`src/rtl/tagdir_pkg.sv`:
```
package tagdir_pkg;
  typedef enum logic [1:0] {
    PERM_NONE = 2'b00,
    PERM_INV  = 2'b01,
    PERM_RO   = 2'b10,
    PERM_RW   = 2'b11
  } perm_e;

  typedef enum logic [2:0] {
    OP_ACCESS  = 3'd0,
    OP_PRESENT = 3'd1,
    OP_AVAIL   = 3'd2,
    OP_ALLOC   = 3'd3,
    OP_FREE    = 3'd4,
    OP_SETPERM = 3'd5,
    OP_PROBE   = 3'd6,
    OP_RSVD    = 3'd7
  } op_e;

  typedef enum logic [1:0] {
    KIND_LOAD  = 2'd0,
    KIND_FETCH = 2'd1,
    KIND_STORE = 2'd2,
    KIND_RSVD  = 2'd3
  } kind_e;
endpackage

```
`src/rtl/tagdir_array.sv`:
```
module tagdir_array #(
  parameter int SET_BITS = 2,
  parameter int ASSOC    = 4,
  parameter int TAG_W    = 10
) (
  input  logic                             clk,
  input  logic                             rst_n,
  input  logic [SET_BITS-1:0]              set_i,
  output logic [ASSOC-1:0][TAG_W-1:0]      tags_o,
  output logic [ASSOC-1:0][1:0]            perms_o,
  input  logic                             wr_en,
  input  logic                             wr_tag_en,
  input  logic [$clog2(ASSOC)-1:0]         wr_way,
  input  logic [TAG_W-1:0]                 wr_tag,
  input  logic [1:0]                       wr_perm
);
  localparam int NSETS = 1 << SET_BITS;

  logic [TAG_W-1:0] tag_q  [NSETS][ASSOC];
  logic [1:0]       perm_q [NSETS][ASSOC];

  always_comb begin
    for (int w = 0; w < ASSOC; w++) begin
      tags_o[w]  = tag_q[set_i][w];
      perms_o[w] = perm_q[set_i][w];
    end
  end

  always_ff @(posedge clk or negedge rst_n) begin
    if (!rst_n) begin
      for (int s = 0; s < NSETS; s++) begin
        for (int w = 0; w < ASSOC; w++) begin
          tag_q[s][w]  <= '0;
          perm_q[s][w] <= 2'b00;
        end
      end
    end else if (wr_en) begin
      if (wr_tag_en) tag_q[set_i][wr_way] <= wr_tag;
      perm_q[set_i][wr_way] <= wr_perm;
    end
  end
endmodule

```
`src/rtl/tagdir_lru.sv`:
```
module tagdir_lru #(
  parameter int SET_BITS = 2,
  parameter int ASSOC    = 4
) (
  input  logic                     clk,
  input  logic                     rst_n,
  input  logic [SET_BITS-1:0]      set_i,
  input  logic                     touch_en,
  input  logic [$clog2(ASSOC)-1:0] touch_way,
  output logic [$clog2(ASSOC)-1:0] victim_o
);
  localparam int NSETS = 1 << SET_BITS;
  localparam int WAY_W = $clog2(ASSOC);

  logic [WAY_W-1:0] age_q [NSETS][ASSOC];
  logic [ASSOC-1:0][WAY_W-1:0] row, row_nxt;

  always_comb begin
    for (int w = 0; w < ASSOC; w++) row[w] = age_q[set_i][w];
  end

  always_comb begin
    for (int w = 0; w < ASSOC; w++) begin
      if (WAY_W'(w) == touch_way)          row_nxt[w] = '0;
      else if (row[w] < row[touch_way])    row_nxt[w] = row[w] + WAY_W'(1);
      else                                 row_nxt[w] = row[w];
    end
  end

  always_comb begin
    victim_o = '0;
    for (int w = 1; w < ASSOC; w++) begin
      if (row[w] > row[victim_o]) victim_o = WAY_W'(w);
    end
  end

  always_ff @(posedge clk or negedge rst_n) begin
    if (!rst_n) begin
      for (int s = 0; s < NSETS; s++) begin
        for (int w = 0; w < ASSOC; w++) age_q[s][w] <= WAY_W'(w);
      end
    end else if (touch_en) begin
      for (int w = 0; w < ASSOC; w++) age_q[set_i][w] <= row_nxt[w];
    end
  end
endmodule

```
`src/rtl/tagdir_lookup.sv`:
```
module tagdir_lookup #(
  parameter int ASSOC = 4,
  parameter int TAG_W = 10
) (
  input  logic [ASSOC-1:0][TAG_W-1:0] tags_i,
  input  logic [ASSOC-1:0][1:0]       perms_i,
  input  logic [TAG_W-1:0]            tag_i,
  output logic                        hit_any,
  output logic [$clog2(ASSOC)-1:0]    hit_way,
  output logic                        raw_any,
  output logic                        free_any,
  output logic [$clog2(ASSOC)-1:0]    free_way
);
  import tagdir_pkg::*;
  localparam int WAY_W = $clog2(ASSOC);

  always_comb begin
    hit_any  = 1'b0;
    hit_way  = '0;
    raw_any  = 1'b0;
    free_any = 1'b0;
    free_way = '0;
    for (int w = ASSOC - 1; w >= 0; w--) begin
      if (tags_i[w] == tag_i) begin
        raw_any = 1'b1;
        if (perms_i[w] != PERM_NONE) begin
          hit_any = 1'b1;
          hit_way = WAY_W'(w);
        end
      end
      if (perms_i[w] == PERM_NONE) begin
        free_any = 1'b1;
        free_way = WAY_W'(w);
      end
    end
  end
endmodule

```
`src/rtl/tagdir_top.sv`:
```
module tagdir_top #(
  parameter int SET_BITS = 2,
  parameter int ASSOC    = 4,
  parameter int LINE_W   = 12
) (
  input  logic                     clk,
  input  logic                     rst_n,
  input  logic                     req_valid,
  output logic                     req_ready,
  input  logic [2:0]               req_op,
  input  logic [1:0]               req_kind,
  input  logic [LINE_W-1:0]        req_line,
  input  logic [1:0]               req_perm,
  output logic                     rsp_valid,
  output logic                     rsp_hit,
  output logic                     rsp_err,
  output logic [$clog2(ASSOC)-1:0] rsp_way,
  output logic [LINE_W-1:0]        rsp_line
);
  import tagdir_pkg::*;
  localparam int TAG_W = LINE_W - SET_BITS;
  localparam int WAY_W = $clog2(ASSOC);

  logic [1:0] rst_sync_q;
  logic       rst_int_n;

  always_ff @(posedge clk or negedge rst_n) begin
    if (!rst_n) rst_sync_q <= 2'b00;
    else        rst_sync_q <= {rst_sync_q[0], 1'b1};
  end
  assign rst_int_n = rst_sync_q[1];
  assign req_ready = rst_sync_q[1];

  logic                      take;
  op_e                       op;
  logic [SET_BITS-1:0]       set_idx;
  logic [TAG_W-1:0]          tag;
  logic [ASSOC-1:0][TAG_W-1:0] tags;
  logic [ASSOC-1:0][1:0]     perms;
  logic                      hit_any, raw_any, free_any;
  logic [WAY_W-1:0]          hit_way, free_way, vic_way;
  logic                      wr_en, wr_tag_en, touch_en;
  logic [WAY_W-1:0]          wr_way, touch_way;
  logic [1:0]                wr_perm;
  logic                      hit_d, err_d;
  logic [WAY_W-1:0]          way_d;
  logic [LINE_W-1:0]         line_d;
  logic                      kind_read;

  assign take      = req_valid & req_ready;
  assign op        = op_e'(req_op);
  assign set_idx   = req_line[SET_BITS-1:0];
  assign tag       = req_line[LINE_W-1:SET_BITS];
  assign kind_read = (req_kind == KIND_LOAD) || (req_kind == KIND_FETCH);

  tagdir_array #(.SET_BITS(SET_BITS), .ASSOC(ASSOC), .TAG_W(TAG_W)) u_array (
    .clk(clk), .rst_n(rst_int_n), .set_i(set_idx), .tags_o(tags), .perms_o(perms),
    .wr_en(wr_en), .wr_tag_en(wr_tag_en), .wr_way(wr_way), .wr_tag(tag), .wr_perm(wr_perm)
  );

  tagdir_lookup #(.ASSOC(ASSOC), .TAG_W(TAG_W)) u_lookup (
    .tags_i(tags), .perms_i(perms), .tag_i(tag), .hit_any(hit_any), .hit_way(hit_way),
    .raw_any(raw_any), .free_any(free_any), .free_way(free_way)
  );

  tagdir_lru #(.SET_BITS(SET_BITS), .ASSOC(ASSOC)) u_lru (
    .clk(clk), .rst_n(rst_int_n), .set_i(set_idx), .touch_en(touch_en),
    .touch_way(touch_way), .victim_o(vic_way)
  );

  // command decode: state writes and response values
  always_comb begin
    wr_en     = 1'b0;
    wr_tag_en = 1'b0;
    wr_way    = '0;
    wr_perm   = PERM_NONE;
    touch_en  = 1'b0;
    touch_way = '0;
    hit_d     = 1'b0;
    err_d     = 1'b0;
    way_d     = '0;
    line_d    = '0;
    unique case (op)
      OP_ACCESS: begin
        if (hit_any) begin
          touch_en  = take;
          touch_way = hit_way;
          way_d     = hit_way;
          hit_d     = (perms[hit_way] == PERM_RW) ||
                      ((perms[hit_way] == PERM_RO) && kind_read);
        end
      end
      OP_PRESENT: begin
        hit_d = hit_any;
        if (hit_any) way_d = hit_way;
      end
      OP_AVAIL: hit_d = raw_any | free_any;
      OP_ALLOC: begin
        if (hit_any || !free_any) begin
          err_d = 1'b1;
        end else begin
          wr_en     = take;
          wr_tag_en = 1'b1;
          wr_way    = free_way;
          wr_perm   = PERM_INV;
          touch_en  = take;
          touch_way = free_way;
          way_d     = free_way;
        end
      end
      OP_FREE, OP_SETPERM: begin
        if (!hit_any) begin
          err_d = 1'b1;
        end else begin
          wr_en   = take;
          wr_way  = hit_way;
          wr_perm = (op == OP_FREE) ? PERM_NONE : req_perm;
          way_d   = hit_way;
        end
      end
      OP_PROBE: begin
        if (free_any) begin
          err_d = 1'b1;
        end else begin
          way_d  = vic_way;
          line_d = {tags[vic_way], set_idx};
        end
      end
      default: err_d = 1'b1;
    endcase
  end

  // response registers
  always_ff @(posedge clk or negedge rst_int_n) begin
    if (!rst_int_n) begin
      rsp_valid <= 1'b0;
      rsp_hit   <= 1'b0;
      rsp_err   <= 1'b0;
      rsp_way   <= '0;
      rsp_line  <= '0;
    end else begin
      rsp_valid <= take;
      if (take) begin
        rsp_hit  <= hit_d;
        rsp_err  <= err_d;
        rsp_way  <= way_d;
        rsp_line <= line_d;
      end
    end
  end
endmodule

```
`config.mk`:
```
export PLATFORM = sky130hd
export DESIGN_NAME = tagdir_top
export DESIGN_NICKNAME = d
export VERILOG_FILES = /design/src/rtl/tagdir_pkg.sv /design/src/rtl/tagdir_array.sv /design/src/rtl/tagdir_lru.sv /design/src/rtl/tagdir_lookup.sv /design/src/rtl/tagdir_top.sv
export SDC_FILE = /design/constraint.sdc
export NUM_CORES = 1
export LEC_CHECK = 0
export CORE_MARGIN = 5
export CORE_UTILIZATION = 58
export CTS_CLUSTER_SIZE = 28
export DETAILED_ROUTE_END_ITERATION = 8
export DONT_BUFFER_PORTS = 1
export PLACE_DENSITY = 0.77
export REMOVE_ABC_BUFFERS = 1
export SLEW_MARGIN = 5
export SYNTH_ARGS = -nofsm -noshare
export SYNTH_HDL_FRONTEND = slang
export SYNTH_SLANG_ARGS = --single-unit
```
`constraint.sdc`:
```
create_clock -name clk -period 20.7 [get_ports clk]
set_input_delay 2.07 -clock clk [delete_from_list [all_inputs] [get_ports clk]]
set_output_delay 2.07 -clock clk [all_outputs]
set_load 0.01 [all_outputs]
```
# After elaboration in Yosys (flattened, before gate mapping)
# Index checks and enable logic that the tools add are counted.
# word_totals
wordCells,220
register_bits,243
inputBits,22
# op_classes
n_bitwise,4
n_eq_ne,16
add_sub_neg,4
mux,104
order_cmp,16
reduce_logical,22
# op_table
op,n
$bwmux W160,1
$bwmux W32,5
$mux W40,3
$bmux W40 S2,1
$demux W40 S2,1
$demux W8 S2,5
$mux W2,33
$mux W8,6
$eq A10 B10 Y1,4
$bmux W8 S2,2
$mux W1,26
$mux W12,2
$bmux W10 S2,1
$demux W10 S2,1
$mux W10,2
$bmux W2 S2,4
$logic_not A2 Y1,6
$lt A2 B3 Y1 const B,4
$pmux W2 S2,3
$eq A3 B3 Y1 const B,3
$add A2 B1 Y2 const B,4
$lt A2 B2 Y1,4
$reduce_bool A2 Y1,4
$eq A3 B2 Y1 const B,2
27 further kinds,39

# Longest topological paths before layout
# Gate-level depths: netlist (run 1).
# depth
word_depth,25
depth_mapped,28
ltp_nobuf,23

# By module
# A second synthesis (run 1) with hierarchy kept.
# hier_totals
hier_cells,916
area_unflattened_um2,12690.9
# modules_own_cells
mod,n_inst,seq_area_each_um2,cells_each,area_per_inst_um2
tagdir_array,1,4804.6,507,8659.6
tagdir_lru,1,820.8,229,2285.9
tagdir_top,1,475.5,104,1192.4
tagdir_lookup,1,0.0,76,553.0

# Least setup slack after synthesis (run 1)
# Ideal clock, no wire load.
# synth_path
path_kind,register to register
start,reg rst_sync_q[1]
end,reg u_array.tag_q[20] (netlist name)
setup_ns,0.125
slack_ns,12.864
n_path_buf,1
t_required_ns,20.575
arrival_ns,7.712
stages_incl_launch_ff,7
path_cell_list,dfrtp_1 nand2_1 nor4_2 nand3_1 or3_1 buf_2 mux2_2
# synth_via
elab_chain_len,4
word_cells_on_any_way,5
classes_between,3 x mux; 1 x bitwise; 1 x reduce/logical
# synth_rtl
item,line,source
"start, declared",tagdir_top.sv:24,logic [1:0] rst_sync_q;
"start signal, assigned",tagdir_top.sv:29,"else rst_sync_q <= {rst_sync_q[0], 1'b1};"
$and A1 B1 Y1 *,tagdir_top.sv:50,assign take = req_valid & req_ready;
$mux W1 (on tied branches),"tagdir_top.sv:112, tagdir_top.sv:99",
$pmux W1 S2 *,tagdir_top.sv:83,unique case (op)
$reduce_and A2 Y1 (no line) *,--,
"end signal, assigned by index",tagdir_array.sv:38,if (wr_tag_en) tag_q[set_i][wr_way] <= wr_tag;
"end, declared",tagdir_array.sv:19,logic [TAG_W-1:0] tag_q [NSETS][ASSOC];
# Mark *: on every way between the ends. The rest lies on a longest branch, timed or not.
# A chain may end at the register's enable or synchronous reset.

# Final worst setup path (run 1)
# layout_path
start,in req_line[0]
end,reg rsp_line[4]
# layout_via
elab_chain_len,18
word_cells_on_any_way,32
classes_between,3 x order compare; 24 x mux; 1 x bitwise; 4 x reduce/logical
# layout_rtl
item,line,source
"start, declared",tagdir_top.sv:12,"input logic [LINE_W-1:0] req_line,"
$not A2 Y3 (not written as such) *,"tagdir_array.sv:24, tagdir_array.sv:25, tagdir_lru.sv:19",
$bmux W8 S2,tagdir_lru.sv:19,for (int w = 0; w < ASSOC; w++) row[w] = age_q[set_i][w];
$mux W8 (not written as such) (2 in a row),tagdir_lru.sv:19,
$gt A2 B2 Y1,tagdir_lru.sv:33,if (row[w] > row[victim_o]) victim_o = WAY_W'(w);
$mux W1,tagdir_lru.sv:33,
$bmux W2 S2,tagdir_lru.sv:33,
$mux W2 (not written as such),tagdir_lru.sv:33,
$gt A2 B2 Y1,tagdir_lru.sv:33,
$mux W2,tagdir_lru.sv:33,
$bmux W2 S2,tagdir_lru.sv:33,
$mux W2 (not written as such),tagdir_lru.sv:33,
$gt A2 B2 Y1,tagdir_lru.sv:33,
$mux W2,tagdir_lru.sv:33,
$bmux W10 S2,tagdir_top.sv:126,"line_d = {tags[vic_way], set_idx};"
$mux W10 (not written as such),tagdir_top.sv:126,
$mux W12 *,tagdir_top.sv:122,if (free_any) begin
$mux W12 *,tagdir_top.sv:83,
"end signal, assigned",tagdir_top.sv:147,rsp_line <= line_d;
"end, declared",tagdir_top.sv:18,output logic [LINE_W-1:0] rsp_line
# Mark *: on every way between the ends. The rest lies on a longest branch, timed or not. The select of a mux whose other input is x is not followed.

==> flow_summary.ini, run 1 <==
[synth]
synth_common_cells = dfrtp_1 (227), mux2_2 (182), nand2_1 (67)
yosysTopAreaCell = dfrtp_1
synth.area.top_cells = dfrtp_1 (46%), mux2_2 (16%), mux4_2 (9.9%)
syn_inst = 960
netlist_area_um2 = 12500
ys_seq_area_share_pct = 49.0
yosys.area.top_type_share_pct = 45.6
synthDistinctLibCells = 75
ys_ff_latch = 243
synth_edf_count = 0
avgSynthCellArea_um2 = 13.0
synthFlopType = dfrtp_1
yosysMostFrequentCell = dfrtp_1
async_reset_ff_share_pct = 100
yosysWarnings = 0

[global_route]
grt_pass1_vias = 8094
grt_overflow = 0
grt_util_all_layers_pct = 23.3
grt_pass1_wl_um = 45300
met3_usage_pct = 4.62
antenna_found_initial = 0
grt_max_degree = 83
grt_use_met1_pct = 33.4
grt_busiest_layer = met2
gr-usage-met2_pct = 37.4

[sta]
fmax_mhz = 145
post-route-period-util_pct = 33.3
tns_ns = 0
rsz0062_at_grt = false
tightest_slew_ns = 1.08
fin_worst_skew_ns = 0.0255
max_slew_margin_pct = 28.3
post-route-min-period_ns = 6.89
final_hold_viol_count = 0
setup_viol_count_final = 0
slew_violations = 0

[floorplanning]
start_util_pct = 59.1
die_x_um = 157
core_area_um2 = 21100
die_area_um2 = 24500
die_y_um = 157
ioPinCount = 40
rows = 53

[route]
post_drt_wl_per_cell_um = 22.8
via_per_inst = 6.35
drcViolationCount = 0
firstDrtPassIters = 5
vias = 7761
ant_nets = 0
totalWireLength_um = 27800
first_iter_violations = 521

[clocking]
post_cts_resized = 0
cts_root_buffer = clkbuf_16
cts_made_buffers = 26
clock-sinks = 243
cts_tree = done
clock_latency_ns = 0.53
h-tree-depth = 1
postCtsSetupBuffers = 0
clk_pin_slew_ns = 0.06
clockBufferDepth = 3
holdBufCountCts = 0

[placement]
place_inst = 1177
port_buffers = 0
dp_hpwl_um = 18200
place.gp.congestion = 0.866

[worst_setup_path]
worstPathRequired_ns = 21.13
crit_arrival_ns = 7.33
end_kind = flip-flop
crit_chain = mux4_2 -> inv_1 -> ha_1 -> nor2_1 -> nor2_1 -> a21oi_1 -> buf_4 -> mux2_2 -> ha_1 -> a21oi_2 -> nor2_1 -> a21oi_1 -> ha_1 -> nor2b_1 -> o21ai_1 -> buf_4 -> nor2b_1 -> o22ai_1 -> o211ai_1 -> o21ai_0 -> o21ai_0
path_class = in2reg
slowest_stage = a21oi_2
cp_max_fo = 65
cp-start-kind = input pin
critPathMaxStageDelay_ns = 0.84

[power]
cellPowerDensity_nw_per_um2 = 77.9
p_leak_uw = 0.00600
ir_worst_vdd_mv = 0.0652
power.total_uw = 1050

[final_layout]
layout-drive-gt1-share_pct = 36.3
final-instance-count-excl-fill = 1222
area_growth_pct = 7.99
final_nets = 959
diodes = 0

[hold_path]
hp-class = reg2async

[status]
status = finished clean

[job]
cap_violations = 0
## cell usage in the layout (no fill, tap or decap), types with 14 or more instances in the layout
cell,synthesis,layout
a21oi_1,15,14
clkbuf_16,0,26
dfrtp_1,227,226
dfstp_2,16,16
mux2_1,16,16
mux2_2,182,182
mux4_2,55,55
nand2_1,67,67
nor2_1,33,33
o21ai_0,51,50
xnor2_1,39,39
## report_power, final
group	internal (uW)	switching (uW)
Combinational	30.8	33.4
Clock	301	188
Sequential	488	7.98
## critical path: cells and delay by family
| family | cells | cell delay, ns |
|---|---|---|
| AO/OA/AOI/OAI | 8 | 1.94 |
| AND/OR/NAND/NOR | 5 | 0.97 |
| multiplexers | 2 | 0.91 |
| adder cells (fa/ha/maj) | 3 | 0.79 |
| buffers and inverters | 3 | 0.62 |
## layout make-up
cell class	instances	area [um^2]
clock buffer	33	737
clock inverter	12	179
fill	1593	7630
inverter	13	48.8
multi-input combinational	640	6000
sequential	243	6100
tap	275	344
timing repair buffer	6	45.0
## logic make-up (layout without fill, tap and decap cells)
kind of cell / count (synthesis) / in the layout / share of synthesized area [%]
mux: 264 / 264 / 28.9
flops: 243 / 243 / 49.0
simple gates: 195 / 195 / 8.54
compound gates: 131 / 131 / 6.92
buf+inv: 77 / 64 / 2.93
xor+xnor: 40 / 40 / 2.87
fa+ha+maj: 9 / 9 / 0.863
other cells: 1 / 1 / 0.0301
## state kept, by name, summed over array words and instances, names as in the netlist, 2 cells and up
register and count:
rst_sync_q 2, u_array.perm_q 32, rsp_line 12, rsp_way 2, u_lru.age_q 32, u_array.tag_q 160
## layer usage
metal  wire length (um)  part of all wire [%]
met5                  0                     0
met4                623                   2.2
met3               1770                   6.4
met2              13300                    48
met1              12100                    43
## stage by stage
| step | utilization [%] | hold WS, ns | worst slack (ns) | instance area (um^2) |
|---|---|---|---|---|
| global placement | 59.5 | 0.287 | 13.44 | 12500 |
| finish | 63.8 | 0.278 | 13.81 | 13500 |
| detailed placement | 59.5 | 0.292 | 13.34 | 12500 |
| global route | 63.8 | 0.319 | 13.39 | 13500 |
| floorplan | - | 0.331 | 11.05 | 12100 |
| CTS | 63.8 | 0.302 | 13.90 | 13500 |
## final timing paths
kind | start | to | slack (ns) | cells past startpoint
min | rst_sync_q[1]$_DFF_PN0_ | u_array.perm_q[15]$_DFFE_PN0P_ | 0.28 | 0
min reg2reg | rst_sync_q[1]$_DFF_PN0_ | u_array.perm_q[15]$_DFFE_PN0P_ | 0.28 | 0
max reg2reg | u_lru.age_q[7]$_DFFE_PN0P_ | rsp_line[4]$_DFFE_PN0P_ | 15.01 | 21
max in group asynchronous | rst_sync_q[1]$_DFF_PN0_ | u_array.tag_q[155]$_DFFE_PN0P_ | 17.44 | 3
min in group clk | rst_sync_q[0]$_DFF_PN0_ | rst_sync_q[1]$_DFF_PN0_ | 0.35 | 0
max | req_line[0] | rsp_line[4]$_DFFE_PN0P_ | 13.81 | 21
Power figures use the tool's default switching activity.
==> inputs of run 2 (changes only) <==
Settings changed: PLACE_DENSITY 0.77 to 0.79.
Clock period 20.7 ns to 5.8 ns, I/O delays scaled along.
==> run 2 against run 1 <==
  * Wire length decreased by 0.42%
  * Cell area decreased by 0.13%
  * Clock-buffer cell count up 5
  * Highest routed layer unchanged
  * Core utilization decreased by 0.083 points
  * Combinational power grew to 3.5 times the previous value
  * Critical endpoint unchanged
  * Power increased to 3.5 times the previous value
  * Sequential power grew to 3.6 times the previous value
  * Register-to-register slack got worse by 14 ns
  * First-iteration DRC count is 9.8% higher
==> flow_summary.ini, run 2 (synthesis gave the netlist of run 1 again) <==
[final_layout]
final_nets = 961
final_common_cell = dfrtp_1
fillers = 1583
largest_reg_flops = 160
final_cell_mix = dfrtp_1 (226), mux2_2 (182), nand2_1 (67)
area_growth_pct = 7.85
diodes = 0
largest-register = u_array.tag_q
layout-drive-gt1-share_pct = 35.9
biggestRegsByFlops = u_array.tag_q (160), u_array.perm_q (32), u_lru.age_q (32)

[global_route]
grt_max_degree = 81
grt_overflow = 0
grt_pass1_vias = 8195
grt_util_all_layers_pct = 23.2
grt_pass1_wl_um = 45300
antenna_found_initial = 0

[route]
firstDrtPassIters = 5
vias = 7830
via_per_inst = 6.39
ant_nets = 0
drcViolationCount = 0
first_iter_violations = 572
totalWireLength_um = 27700
post_drt_wl_per_cell_um = 22.6

[sta]
fmax_mhz = 206
hold_slack_ns = 0.146
rsz0062_at_grt = false
slew_violations = 0
layout_setup_ws_ns = 0.953
final_hold_viol_count = 0
tightest_slew_ns = 1.03
max_slew_margin_pct = 31.1
setup_viol_count_final = 0
post-route-period-util_pct = 83.6
post-route-min-period_ns = 4.85
fin_worst_skew_ns = 0.0106

[worst_setup_path]
cp-start-kind = flip-flop
cp_num_buf_inv = 2
rrSetupSlack_ns = 0.95
worstPathRequired_ns = 6.23
end_kind = flip-flop
slowest_stage = nor2b_1
path_class = reg2reg
critPathMaxStageDelay_ns = 0.62
worst_r2r_path_depth = 20
cpLargestDelayFamily = compound AO/OA/AOI/OAI gates
crit_chain = mux4_2 -> inv_1 -> ha_1 -> nor2_1 -> nor2_1 -> a21oi_1 -> buf_4 -> mux2_2 -> ha_1 -> a21oi_2 -> nor2_1 -> a21oi_1 -> ha_1 -> nor2b_1 -> o21ai_1 -> nor2b_1 -> o22ai_1 -> o211ai_1 -> o21ai_0 -> o21ai_0
regToRegEndpoint = rsp_line[4]$_DFFE_PN0P_
cp_max_fo = 14
r2r_start = u_lru.age_q[7]$_DFFE_PN0P_
crit_arrival_ns = 5.28

[hold_path]
min_from = req_op[2]
min_to = rsp_hit$_DFFE_PN0P_
hp-class = in2reg
hold_depth = 1

[floorplanning]
start_util_pct = 59.1
core_area_um2 = 21100
die_y_um = 157
die_area_um2 = 24500
rows = 53
die_x_um = 157
ioPinCount = 40

[power]
ir_worst_vdd_mv = 0.303
switching_share_pct = 21.8
p_clk_share_pct = 45.9
p_sw_uw = 806
p_leak_uw = 0.00600
pwr-share-seq_pct = 47.9
power_frac_comb_pct = 6.1
p_int_uw = 2890
cellPowerDensity_nw_per_um2 = 275

[job]
cap_violations = 0

[clocking]
holdBufCountCts = 1
postCtsSetupBuffers = 0
cts_tree = done
h-tree-depth = 1
clk_pin_slew_ns = 0.06
post_cts_resized = 0
clock-sinks = 243
clock_latency_ns = 0.53
clockBufferDepth = 3
cts_root_buffer = clkbuf_16
cts_made_buffers = 26

[placement]
dp_hpwl_um = 18000
place.gp.congestion = 0.869
port_buffers = 0
pre_cts_slack_ns = 0.801

[status]
status = finished clean
## run 2: layout make-up
class	instances	area [um^2]	share of cell area, %
clock buffers	38	757	5.63
multi-input cells	640	6000	44.6
well taps	275	344	2.56
inverters	13	48.8	0.363
clock inverters	9	124	0.922
flip-flops and latches	243	6100	45.4
repair buffers	8	62.6	0.465
## run 2: metal layers
metal	GRT usage, %	vias up	wire length, um
li1	-	3463	-
met1	32.2	4066	11900
met2	38.2	242	13300
met3	4.31	59	1710
met4	6.32	0	757
met5	0	-	0
## run 2: worst max-delay path by stage
stage                                          start                            end  cells after the start  slack [ns]
after floorplan              rst_sync_q[1]$_DFF_PN0_  u_array.tag_q[20]$_DFFE_PN0P_                      5       -3.85
after global placement                   req_line[0]       rsp_line[10]$_DFFE_PN0P_                     20        0.96
after detailed placement                 req_line[0]        rsp_line[3]$_DFFE_PN0P_                     20        0.80
after CTS                 u_lru.age_q[7]$_DFFE_PN0P_        rsp_line[4]$_DFFE_PN0P_                     20        0.95
after global routing      u_lru.age_q[7]$_DFFE_PN0P_        rsp_line[3]$_DFFE_PN0P_                     22        0.54
final                     u_lru.age_q[7]$_DFFE_PN0P_        rsp_line[4]$_DFFE_PN0P_                     20        0.95
## run 2: power groups by stage
stage	registers (uW)	logic (uW)	clock network [uW]
2_1_floorplan	1810	160	0
3_3_place_gp	1800	220	0
3_5_place_dp	1800	226	0
4_1_cts	1770	228	1730
5_1_grt	1780	251	1790
6_report	1770	226	1700
## run 2: stage by stage
stage | power [uW] | instances | utilization (%) | instance area (um^2) | TNS (ns)
floorplan | 1970 | 896 | - | 12100 | -1195.45
global placement | 2020 | 1178 | 59.5 | 12500 | 0
finish | 3690 | 1226 | 63.7 | 13400 | 0
detailed placement | 2030 | 1178 | 59.5 | 12500 | 0
global route | 3820 | 1226 | 63.7 | 13400 | 0
CTS | 3730 | 1226 | 63.7 | 13400 | 0
==> inputs of run 3 (changes only) <==
Settings changed: ABC_AREA set to 1, PLACE_DENSITY 0.79 to 0.77.
Clock period 5.8 ns to 4.6 ns, I/O delays scaled along.
==> run 3 against run 2 <==
  * Via count up 45%
  * Critical endpoint is now rsp_line[11]$_DFFE_PN0P_
  * Largest power group is now the clock network
  * Die area up 2.4%
  * Highest routed layer unchanged
  * Sequential cell count unchanged
  * Critical path type unchanged
==> flow_summary.ini, run 3 <==
[status]
status = finished clean

[global_route]
gr-usage-met2_pct = 46.7
grt_use_met1_pct = 39.1
grt_busiest_layer = met2
grt_util_all_layers_pct = 28.5
grt_overflow = 0
grt_pass1_vias = 10900
grt_pass1_wl_um = 57000
grt_max_degree = 78
antenna_found_initial = 0
met3_usage_pct = 4.81

[clocking]
cts_tree = done
cts_made_buffers = 27
postCtsSetupBuffers = 0
clk_pin_slew_ns = 0.06
clock-sinks = 243
h-tree-depth = 1
clockBufferDepth = 3
clock_latency_ns = 0.56
cts_root_buffer = clkbuf_16

[floorplanning]
die_x_um = 158
ioPinCount = 40
die_y_um = 158
start_util_pct = 58.8
core_area_um2 = 21800
rows = 54
die_area_um2 = 25100

[final_layout]
final_nets = 1715
multi_input_area_um2 = 5830
biggestRegsByFlops = u_array.tag_q (160), u_array.perm_q (32), u_lru.age_q (32)
largest_reg_flops = 160
layout-drive-gt1-share_pct = 8.97
seq_area_um2 = 6100
stdcell_area_um2 = 13900
area_growth_pct = 8.71
fillers = 1929
largest-register = u_array.tag_q
diodes = 0
final_common_cell = nand2_1
final_cell_mix = nand2_1 (756), dfrtp_1 (226), o21ai_0 (130)

[synth]
ys_ff_latch = 243
syn_inst = 1714
synthFlopType = dfrtp_1
netlist_area_um2 = 12800
yosysTopAreaCell = dfrtp_1
synth_common_cells = nand2_1 (756), dfrtp_1 (227), o21ai_0 (130)
yosysMostFrequentCell = nand2_1
avgSynthCellArea_um2 = 7.46
synth_edf_count = 0
async_reset_ff_share_pct = 100
synth.area.top_cells = dfrtp_1 (44%), nand2_1 (22%), o21ai_0 (5.1%)
yosys.area.top_type_share_pct = 44.4
synthDistinctLibCells = 52
yosysWarnings = 0
ys_seq_area_share_pct = 47.7

[route]
vias = 11300
ant_nets = 0
via_per_inst = 5.71
drcViolationCount = 0
totalWireLength_um = 35000
first_iter_violations = 1107
firstDrtPassIters = 5
post_drt_wl_per_cell_um = 17.6

[worst_setup_path]
crit_arrival_ns = 4.65
cp-start-kind = flip-flop
end_kind = flip-flop
worstPathRequired_ns = 5.03
path_class = reg2reg
cp_max_fo = 10

[power]
ir_worst_vdd_mv = 0.293
cellPowerDensity_nw_per_um2 = 352
power.total_uw = 4890
p_leak_uw = 0.00694

[placement]
placed_cell_area_um2 = 13000
dp_hpwl_um = 23000
place.gp.congestion = 0.939
port_buffers = 0

[sta]
setup_viol_count_final = 0
fmax_mhz = 237
tightest_slew_ns = 1.06
post-route-min-period_ns = 4.22
rsz0062_at_grt = false
final_hold_viol_count = 0
fin_worst_skew_ns = 0.0180
post-route-period-util_pct = 91.7
tns_ns = 0
max_slew_margin_pct = 28.8
slew_violations = 0

[job]
cap_violations = 0

[hold_path]
hp-class = in2async
-- run 3: per-layer routing --
layer | wire [um] | up-vias
met2 | 16100 | 443
met1 | 14900 | 5325
met3 | 2810 | 84
met5 | 0 | -
met4 | 1180 | 0
li1 | - | 5487
-- run 3: path summary, 6_finish.rpt --
| kind | startpoint | endpoint | slack, ns | depth (start not counted) |
|---|---|---|---|---|
| max | u_lru.age_q[30]$_DFFE_PN0P_ | rsp_line[11]$_DFFE_PN0P_ | 0.38 | 22 |
| min | rst_n | rst_sync_q[1]$_DFF_PN0_ | 0.13 | 1 |
| max reg2reg | u_lru.age_q[30]$_DFFE_PN0P_ | rsp_line[11]$_DFFE_PN0P_ | 0.38 | 22 |
| min reg2reg | rst_sync_q[1]$_DFF_PN0_ | u_array.tag_q[150]$_DFFE_PN0P_ | 0.36 | 0 |
| max in group asynchronous | rst_sync_q[1]$_DFF_PN0_ | u_array.tag_q[151]$_DFFE_PN0P_ | 2.44 | 2 |
| min in group clk | req_op[2] | rsp_err$_DFFE_PN0P_ | 0.15 | 2 |
-- run 3: area by class of cell --
cell class	instances	share of cell area, %
well taps	280	2.52
flip-flops and latches	243	43.9
inverters	94	2.58
clock buffers	36	5.32
multi-input cells	1277	42.0
clock inverters	13	1.36
repair buffers	43	2.34
-- run 3: kinds of logic (layout without fill, tap and decap cells) --
group / Yosys count / after routing / share of synthesized area (%)
AND/OR/NAND/NOR: 959 / 959 / 30.8
AO/OA/AOI/OAI: 303 / 303 / 13.6
flip-flops: 243 / 243 / 47.7
buffers and inverters: 194 / 186 / 6.67
adder cells (fa/ha/maj): 7 / 7 / 0.685
XOR/XNOR: 4 / 4 / 0.274
multiplexers: 3 / 3 / 0.235
other: 1 / 1 / 0.0293
-- run 3: power breakdown --
| group | switching (uW) | internal, uW | leakage, uW |
|---|---|---|---|
| clock | 900 | 1360 | 0.000452 |
| combinational | 284 | 121 | 0.00322 |
| sequential | 36.6 | 2190 | 0.00327 |
| total | 1220 | 3670 | 0.00694 |
-- run 3: timing repair --
action / CTS / global route
endpoints found under the setup margin: 0 / 2
endpoints found under the hold margin: 2 / 0
hold buffers: 1 / 0
resized for setup: 0 / 1
-- run 3: through the flow --
stage	util, %	hold WS (ns)	std cells	setup slack, ns
2_1_floorplan	-	0.164	1614	-4.59
3_3_place_gp	59.6	0.164	1936	0.250
3_5_place_dp	59.6	0.164	1936	0.105
4_1_cts	63.9	0.120	1986	0.372
5_1_grt	63.9	0.119	1986	0.0399
6_report	63.9	0.135	1986	0.384
-- run 3: critical path: stages, from the launching register on --
cell	delay, ns
dfrtp_1	0.37
a22o_1	0.23
a221oi_1	0.29
inv_1	0.13
ha_1	0.22
nor2_1	0.09
nor2_1	0.05
a21oi_1	0.18
nand2_1	0.07
o21ai_0	0.11
ha_1	0.28
a22oi_1	0.30
nor2_1	0.12
a22oi_1	0.18
o31ai_1	0.10
ha_1	0.30
nand2_1	0.06
a22oi_1	0.22
inv_1	0.06
nand2_1	0.19
buf_4	0.23
nand2_1	0.08
a32o_1	0.25
